==> src/rtl/spi_read_target.sv <==
module spi_read_target #(
  parameter int ADDR_W     = 8,
  parameter int DUMMY_FAST = 8,
  parameter int DUMMY_DUAL = 4
) (
  input  logic rst_n,
  input  logic sclk,
  input  logic cs_n,
  input  logic busy,
  input  logic sio0_in,
  input  logic sio1_in,
  output logic sio0_out,
  output logic sio0_oe,
  output logic sio1_out,
  output logic sio1_oe
);
  localparam int ADDR_BITS = 24;
  localparam logic [4:0] LAST_SGL_A = 5'(ADDR_BITS - 1);
  localparam logic [4:0] LAST_DUA_A = 5'(ADDR_BITS / 2 - 1);
  localparam logic [4:0] LAST_FD    = 5'(DUMMY_FAST - 1);
  localparam logic [4:0] LAST_DD    = 5'(DUMMY_DUAL - 1);

  typedef enum logic [2:0] {P_OPC, P_ADDR, P_DUMMY, P_DATA, P_IGNORE} phase_t;

  phase_t            phase;
  logic [7:0]        op_sh;
  logic [4:0]        cnt;
  logic [2:0]        dcnt;
  logic              dual, fast;
  logic [ADDR_W-1:0] addr;

  wire       idle    = cs_n | ~rst_n;
  wire [7:0] op_full = {op_sh[6:0], sio0_in};
  wire [7:0] cur     = 8'(8'(addr) * 8'd29 + 8'h3C);
  wire       byte_end = (phase == P_DATA) && (dcnt == (dual ? 3'd3 : 3'd7));

  always_ff @(posedge sclk or posedge idle) begin
    if (idle) begin
      phase <= P_OPC;
      op_sh <= '0;
      cnt   <= '0;
      dcnt  <= '0;
      dual  <= 1'b0;
      fast  <= 1'b0;
      addr  <= '0;
    end else begin
      case (phase)
        P_OPC: begin
          op_sh <= op_full;
          cnt   <= cnt + 5'd1;
          if (cnt == 5'd7) begin
            cnt <= '0;
            case (op_full)
              8'h03: phase <= P_ADDR;
              8'h0B: begin
                phase <= busy ? P_IGNORE : P_ADDR;
                fast  <= 1'b1;
              end
              8'hBB: begin
                phase <= busy ? P_IGNORE : P_ADDR;
                dual  <= 1'b1;
              end
              default: phase <= P_IGNORE;
            endcase
          end
        end
        P_ADDR: begin
          addr <= dual ? ADDR_W'({addr, sio1_in, sio0_in}) : ADDR_W'({addr, sio0_in});
          cnt  <= cnt + 5'd1;
          if (cnt == (dual ? LAST_DUA_A : LAST_SGL_A)) begin
            cnt   <= '0;
            phase <= (dual || fast) ? P_DUMMY : P_DATA;
          end
        end
        P_DUMMY: begin
          cnt <= cnt + 5'd1;
          if (cnt == (dual ? LAST_DD : LAST_FD)) begin
            cnt   <= '0;
            phase <= P_DATA;
          end
        end
        P_DATA: begin
          if (byte_end) begin
            dcnt <= '0;
            addr <= addr + 1'b1;
          end else begin
            dcnt <= dcnt + 3'd1;
          end
        end
        default: phase <= P_IGNORE;
      endcase
    end
  end

  always_ff @(negedge sclk or posedge idle) begin
    if (idle) begin
      sio0_out <= 1'b0;
      sio1_out <= 1'b0;
      sio0_oe  <= 1'b0;
      sio1_oe  <= 1'b0;
    end else if (phase == P_DATA) begin
      sio1_oe <= 1'b1;
      sio0_oe <= dual;
      if (dual) begin
        sio1_out <= cur[3'(3'd7 - {dcnt[1:0], 1'b0})];
        sio0_out <= cur[3'(3'd6 - {dcnt[1:0], 1'b0})];
      end else begin
        sio1_out <= cur[3'(3'd7 - dcnt)];
        sio0_out <= 1'b0;
      end
    end else begin
      sio0_oe <= 1'b0;
      sio1_oe <= 1'b0;
    end
  end

  a_r9_drive_only_in_data: assert property (@(posedge sclk) disable iff (idle)
    sio1_oe |-> (phase == P_DATA));

  a_r4_line0_quiet_single: assert property (@(posedge sclk) disable iff (idle)
    sio0_oe |-> dual);

  a_r7_busy_reject: assert property (@(posedge sclk) disable iff (idle)
    (phase == P_OPC && cnt == 5'd7 && busy && (op_full == 8'h0B || op_full == 8'hBB))
      |=> (phase == P_IGNORE));

  a_r8_unknown_ignored: assert property (@(posedge sclk) disable iff (idle)
    (phase == P_OPC && cnt == 5'd7 && op_full != 8'h03 && op_full != 8'h0B && op_full != 8'hBB)
      |=> (phase == P_IGNORE));

  a_r8_ignore_sticky: assert property (@(posedge sclk) disable iff (idle)
    (phase == P_IGNORE) |=> (phase == P_IGNORE) && !sio0_oe && !sio1_oe);

  a_r5_addr_step: assert property (@(posedge sclk) disable iff (idle)
    byte_end |=> (addr == ADDR_W'($past(addr) + 1'b1)));
endmodule

==> config.mk <==
export PLATFORM = sky130hd
export DESIGN_NAME = spi_read_target
export DESIGN_NICKNAME = d
export VERILOG_FILES = /design/src/rtl/spi_read_target.sv
export SDC_FILE = /design/constraint.sdc
export NUM_CORES = 1
export LEC_CHECK = 0
export ABC_AREA = 1
export BUFFER_PORTS_ARGS = -buffer_cell sky130_fd_sc_hd__buf_2
export CAP_MARGIN = 15
export CORE_MARGIN = 5
export CORE_UTILIZATION = 40
export DETAILED_ROUTE_END_ITERATION = 10
export SKIP_CTS_REPAIR_TIMING = 1
export SYNTH_ARGS = -nofsm -noshare
export SYNTH_HDL_FRONTEND = slang
export SYNTH_SLANG_ARGS = --single-unit
export TNS_END_PERCENT = 100
==> constraint.sdc <==
create_clock -name sclk -period 4.48 [get_ports sclk]
set_clock_uncertainty 0.15 [all_clocks]
set_input_delay 0.672 -clock sclk [delete_from_list [all_inputs] [get_ports sclk]]
set_output_delay 0.672 -clock sclk [all_outputs]
set_load 0.02 [all_outputs]
==> results of run 1 <==
-- per-layer routing --
| metal | wire length, µm | track usage | part of all wire | vias up |
|---|---|---|---|---|
| met1 | 2600 | 0.205 | 0.51 | 962 |
| met3 | 107 | 0.0263 | 0.021 | 6 |
| met5 | 0 | 0 | 0 | - |
| met4 | 67 | 0.0563 | 0.013 | 0 |
| met2 | 2360 | 0.240 | 0.46 | 15 |
| li1 | - | - | - | 1110 |
-- metrics by stage --
step	TNS (ns)	std cells	setup WS (ns)	instance area (µm²)	hold WS, ns
after floorplan	-1.86	327	-1.00	2450	0.271
after global placement	-1.94	430	-1.01	2740	0.291
after detailed placement	-2.00	430	-1.08	2740	0.291
after CTS	-2.03	438	-1.09	2840	0.195
after global routing	-2.34	439	-1.24	2860	0.224
final	-2.01	439	-1.05	2860	0.204
-- flip-flops by register name, summed over array words and instances (netlist names) --
signal / count
op_sh: 7
cnt: 5
dual: 1
addr: 8
phase: 3
dcnt: 3
sio1_out: 1
sio0_out: 1
sio0_oe: 1
fast: 1
sio1_oe: 1
-- worst paths after layout --
| kind | start | to | cells past startpoint |
|---|---|---|---|
| max | addr[2] | sio1_out | 16 |
| min | rst_n | dcnt[1] | 3 |
| max reg2reg | addr[2] | sio1_out | 16 |
| min reg2reg | fast | fast | 2 |
| max in group asynchronous | cs_n | sio1_oe | 3 |
| min in group sclk | fast | fast | 2 |
-- layout make-up --
type	instances	area [µm²]
clock inverters	1	7.51
well taps	75	93.8
inverters	60	225
multi-input cells	230	1420
clock buffers	7	86.3
repair buffers	34	233
flip-flops and latches	32	802
fillers	592	3060
-- worst reg2reg max path: stages (launching register included) --
cell	delay, ns
dfrtp_2	0.41
buf_4	0.13
ha_1	0.33
xnor2_2	0.15
xor2_1	0.18
fa_1	0.47
inv_1	0.06
ha_1	0.12
inv_1	0.06
fa_1	0.56
o21ai_0	0.07
o21ai_0	0.17
inv_1	0.06
nand2_1	0.07
nand2_1	0.05
nand2_1	0.06
a21oi_1	0.05
-- cells by family after synthesis --
group,Yosys count,synth area share
simple gates,143,0.250
buf+inv,65,0.103
compound gates,53,0.134
flops,32,0.329
fa+ha+maj,24,0.148
xor+xnor,10,0.0360
-- placed cells by master, fill, tap and decap left out, types with 5 or more instances in the layout --
cell | netlist | layout
a31oi_1 | 6 | 6
buf_2 | 0 | 9
buf_4 | 0 | 25
clkbuf_8 | 0 | 6
dfrtp_1 | 28 | 27
fa_1 | 8 | 8
ha_1 | 16 | 15
inv_1 | 57 | 52
inv_2 | 3 | 8
nand2_1 | 90 | 90
nand3_1 | 18 | 17
nor2_1 | 21 | 19
nor3_1 | 5 | 5
o21ai_0 | 26 | 26
xor2_1 | 6 | 6
==> run_results.csv, run 1 <==
group,metric,value,unit
critical_path,crit_type,"reg -> reg",
logic_synthesis,synth.top_cell.area_share,0.288,
clock_network,path_clk_slew,0.07,ns
critical_path,cp_cell_sequence,"buf_4, ha_1, xnor2_2, xor2_1, fa_1, inv_1, ha_1, inv_1, fa_1, o21ai_0, o21ai_0, inv_1, nand2_1, nand2_1, nand2_1, a21oi_1",
logic_synthesis,syn_area,2430,µm²
critical_path,required,2.23,ns
finish,drive_above_1_share,0.181,
sta,setup_violations,2,
clock_network,root_buffer,"clkbuf_8",
logic_synthesis,synthTopCellsByArea,"dfrtp_1 29%, nand2_1 14%, inv_1 8.8%, ha_1 8.2%, fa_1 6.6%",
floorplan,io_pins,10,
logic_synthesis,synth.largest_area_cell,"dfrtp_1",
floorplan,die_area,7750,µm²
logic_synthesis,synth_most_common_cell,"nand2_1",
placed_design,place.gp.congestion,0.826,
critical_path,start_kind,"flip-flop",
clock_network,htree_levels,2,
sta,finalHoldViolCount,0,
logic_synthesis,synth_edf_count,0,
critical_path,path_buf_inv,4,
global_routing,grt_usage,0.151,
floorplan,row_count,28,
floorplan,die_x,88.0,µm
status,status,"complete, but fails checks",
sta,rsz0062_at_grt,"yes",
detailed_routing,first_pass_iters,5,
critical_path,worstPathMaxFanout,2,
finish,final_nets,393,
placed_design,dpl.hpwl,4010,µm
logic_synthesis,syn_area_per_cell,7.45,µm²
logic_synthesis,yosysWarnings,0,
logic_synthesis,ys_top_cells_by_count,"90 x nand2_1, 57 x inv_1, 28 x dfrtp_1, 26 x o21ai_0, 21 x nor2_1",
sta,final_max_slew_viol_count,0,
critical_path,cp_slowest_cell,"fa_1",
clock_network,cts.sinks,32,
logic_synthesis,ys_ff_latch,32,
clock_network,numCtsBuffers,5,
global_routing,grt_pass1_wl,9140,µm
clock_network,clock_latency,0.28,ns
finish,final_util,0.484,
logic_synthesis,synthArstFlopShare,1.00,
detailed_routing,drc_errors,0,
detailed_routing,antenna_left,0,
sta,tightestPinTransition,0.490,ns
critical_path,rrSetupSlack,-1.05,ns
detailed_routing,routed_wl,5140,µm
detailed_routing,wl_per_cell,11.7,µm
logic_synthesis,synth-main-ff-cell,"dfrtp_1",
flow_run,cap_violations,0,
critical_path,path_delay_family,"adder cells",
critical_path,cp_slowest_stage_delay,0.56,ns
clock_network,cts_tree,"built",
finish,area_delta_synth_final,17.6,%
logic_synthesis,ys_seq_area_frac,0.329,
global_routing,antenna_found_initial,0,
clock_network,cts_buffer_depth,2,
status,violations,"setup timing",
critical_path,worstSetupEndpointType,"flip-flop",
min_path,min_path_type,"in -> async",
logic_synthesis,syn_inst,327,
global_routing,grt_max_degree,17,
global_routing,grt_pass1_vias,1982,
floorplan,dieHeight,88.0,µm
sta,maxSlewHeadroom,0.671,
logic_synthesis,syn-num-nets,357,
floorplan,core,5920,µm²
detailed_routing,avgViaCountPerCell,4.77,
critical_path,cp.arrival,3.28,ns
detailed_routing,initialDrtViolationCount,73,
detailed_routing,routed-via-count,2093,
global_routing,overflow,0,
floorplan,start_util,0.411,
placed_design,numPortBuffers,9,
finish,n_antenna_cell,0,
sta,setup_ws,-1.05,ns
logic_synthesis,synth.distinct_cells,35,
Power of run 1 is left out: the tool's default activity adds up to more than one toggle a clock period on the data nets, which glitch-free logic cannot reach.
==> run 2, diff against run 1 <==
--- a/config.mk
+++ b/config.mk
@@ -5,7 +5,6 @@
 export SDC_FILE = /design/constraint.sdc
 export NUM_CORES = 1
 export LEC_CHECK = 0
-export ABC_AREA = 1
 export BUFFER_PORTS_ARGS = -buffer_cell sky130_fd_sc_hd__buf_2
 export CAP_MARGIN = 15
 export CORE_MARGIN = 5
==> run 2 against run 1 <==
- the run still ends with setup timing left
- die area is 2.8% lower
- cell area is 2.8% lower
- wire length is 3.1% lower
- non-clock buffer count is 1 lower
- register-to-register slack better by 0.18 ns
- final cell count is 18% lower
- core utilization is 0.52 points lower
- global-route usage is 0.27 points higher
- count of clock-buffer cells in the layout is 2 lower
- largest cell class unchanged
- highest routed layer unchanged
==> run_results.csv, run 2 <==
group,metric,value,unit
detailed_routing,dr_wl_met2,2260,µm
detailed_routing,routed-via-count,1859,
flow_run,cap_violations,0,
critical_path,cp.arrival,3.10,ns
finish,top_regs,"addr: 8 flops, op_sh: 7 flops, cnt: 5 flops",
logic_synthesis,synthTopCellsByArea,"dfrtp_1 30%, ha_1 8.5%, fa_1 6.8%, inv_1 4.5%, dfrtn_1 4.2%",
critical_path,cp_slowest_cell,"fa_1",
status,violations,"setup timing",
global_routing,overflow,0,
floorplan,io_pins,10,
global_routing,grt_pass1_wl,9100,µm
detailed_routing,antenna_left,0,
critical_path,path_delay_family,"adder cells",
pwr,cellInternalPower,401,µW
min_path,min_path_type,"reg -> reg",
pwr,vdd_ir_drop_max,0.000104,V
detailed_routing,avgViaCountPerCell,5.19,
floorplan,start_util,0.406,
pwr,p_sw_frac,0.242,
pwr,combPwrFrac,0.022,
finish,regMostFlops,"addr",
critical_path,cp_slowest_stage_delay,0.49,ns
floorplan,core,5820,µm²
clock_network,path_clk_slew,0.07,ns
critical_path,path_buf_inv,4,
logic_synthesis,synth.distinct_cells,55,
pwr,p_leak,0.00135,µW
sta,setup_ws,-0.871,ns
logic_synthesis,synth_edf_count,0,
finish,design_area,2780,µm²
clock_network,numCtsBuffers,5,
sta,tightestPinTransition,0.543,ns
logic_synthesis,synth-main-ff-cell,"dfrtp_1",
sta,final_max_slew_viol_count,0,
logic_synthesis,syn_area_per_cell,9.25,µm²
clock_network,htree_levels,2,
finish,n_antenna_cell,0,
floorplan,die_area,7530,µm²
placed_design,numPortBuffers,9,
detailed_routing,wl_met1,2510,µm
critical_path,worstPathMaxFanout,3,
finish,final_common_cell,"nand2_1",
critical_path,crit_type,"reg -> reg",
finish,final_util,0.478,
clock_network,cts.sinks,32,
placed_design,dpl.hpwl,3770,µm
finish,layout.cells.non_filler,358,
logic_synthesis,ys_ff_latch,32,
critical_path,cpMostUsedCell,"fa_1",
sta,setup_violations,2,
placed_design,dp.cells,349,
global_routing,grt_usage,0.153,
detailed_routing,drc_errors,0,
detailed_routing,wl_per_cell,13.9,µm
pwr,switchingPower,128,µW
critical_path,required,2.23,ns
global_routing,grt_pass1_vias,1859,
detailed_routing,first_pass_iters,4,
clock_network,clock_latency,0.29,ns
logic_synthesis,ys_seq_area_frac,0.340,
logic_synthesis,syn_area,2360,µm²
floorplan,die_x,86.8,µm
detailed_routing,highest_layer,"met4",
finish,largest_reg_flops,8,
logic_synthesis,synthArstFlopShare,1.00,
global_routing,grt_max_degree,20,
logic_synthesis,synth.top_cell.area_share,0.297,
sta,holdWs,0.286,ns
detailed_routing,routed_wl,4980,µm
detailed_routing,route.met3.wl,157,µm
pwr,powerDensity,190,nW/µm²
sta,rsz0062_at_grt,"yes",
clock_network,cts_tree,"built",
pwr,seqPwrFrac,0.546,
finish,final_cell_mix,"26 x nand2_1, 25 x dfrtp_1, 23 x buf_4",
logic_synthesis,syn_inst,255,
clock_network,cts_buffer_depth,2,
critical_path,cp_cell_sequence,"inv_2, fa_1, inv_1, fa_1, inv_1, fa_1, inv_2, ha_4, xor2_2, o211ai_1, a21oi_1, o21ai_1",
critical_path,worstSetupEndpointType,"flip-flop",
pwr,p_clk_frac,0.432,
floorplan,dieHeight,86.8,µm
global_routing,antenna_found_initial,0,
critical_path,start_kind,"flip-flop",
clock_network,root_buffer,"clkbuf_8",
status,status,"complete, but fails checks",
sta,finalHoldViolCount,0,
placed_design,place_area,2670,µm²
sta,maxSlewHeadroom,0.638,
placed_design,place.gp.congestion,0.771,
pwr,p_total,529,µW
logic_synthesis,ys_top_cells_by_count,"28 x dfrtp_1, 28 x inv_1, 26 x nand2_1, 18 x nor2_1, 16 x ha_1",
finish,drive_above_1_share,0.230,
finish,final_nets,312,
floorplan,row_count,28,
finish,area_delta_synth_final,18.0,%
logic_synthesis,synth.largest_area_cell,"dfrtp_1",
logic_synthesis,yosysWarnings,0,
detailed_routing,initialDrtViolationCount,92,
logic_synthesis,syn-num-nets,285,
-- run 2: cell types whose count changed after synthesis, moves of 5 or more --
cell / delta
o21ai_1: +11
o21ai_0: -21
mux2_1: +7
buf_2: +7
a21oi_1: +11
nand3_1: -17
nand2_1: -64
inv_1: -29
mux2i_1: +5
-- run 2: worst min-delay path: stages, from the launching register on --
cell,delay [ns]
dfrtn_1,0.41
nand2_1,0.05
nand2_1,0.06
-- run 2: cell type report --
type,instances,area [µm²]
fill,598,3030
multi-input combinational,181,1460
sequential,32,805
timing repair buffer,33,229
inverter,29,109
tap,75,93.8
clock buffer,5,68.8
clock inverter,3,18.8
-- run 2: per-stage QoR --
step,setup WS (ns),TNS [ns]
finish,-0.871,-1.66
global route,-1.06,-2.03
CTS,-0.938,-1.79
detailed placement,-0.922,-1.75
global placement,-0.884,-1.68
floorplan,-0.855,-1.63
-- run 2: layer usage --
metal	GRT usage	vias to the layer above
met5	0	-
met4	0.0510	0
met3	0.0352	6
met2	0.231	28
met1	0.216	893
li1	-	932
-- run 2: final timing paths --
kind / startpoint / endpoint / slack [ns] / cells past startpoint
max: addr[3] / sio1_out / -0.87 / 12
min: sio0_out / sio0_out / 0.29 / 2
max reg2reg: addr[3] / sio1_out / -0.87 / 12
min reg2reg: sio0_out / sio0_out / 0.29 / 2
max in group asynchronous: cs_n / sio1_oe / 1.40 / 3
min in group asynchronous: rst_n / op_sh[0] / 0.45 / 3
-- run 2: cells by family after synthesis --
group           share of synthesized area
compound gates                      0.171
xor+xnor                           0.0504
fa+ha+maj                           0.153
buf+inv                            0.0706
flops                               0.340
mux                                0.0642
simple gates                        0.152
-- run 2: power groups by stage --
stage / Clock (µW) / Sequential (µW) / Combinational [µW]
6_report: 229 / 289 / 11.4
5_1_grt: 248 / 289 / 13.3
4_1_cts: 238 / 289 / 12.1
3_5_place_dp: 0 / 294 / 12.1
3_3_place_gp: 0 / 294 / 11.9
2_1_floorplan: 0 / 294 / 5.01
No activity file was read; power rests on OpenSTA's default activity.
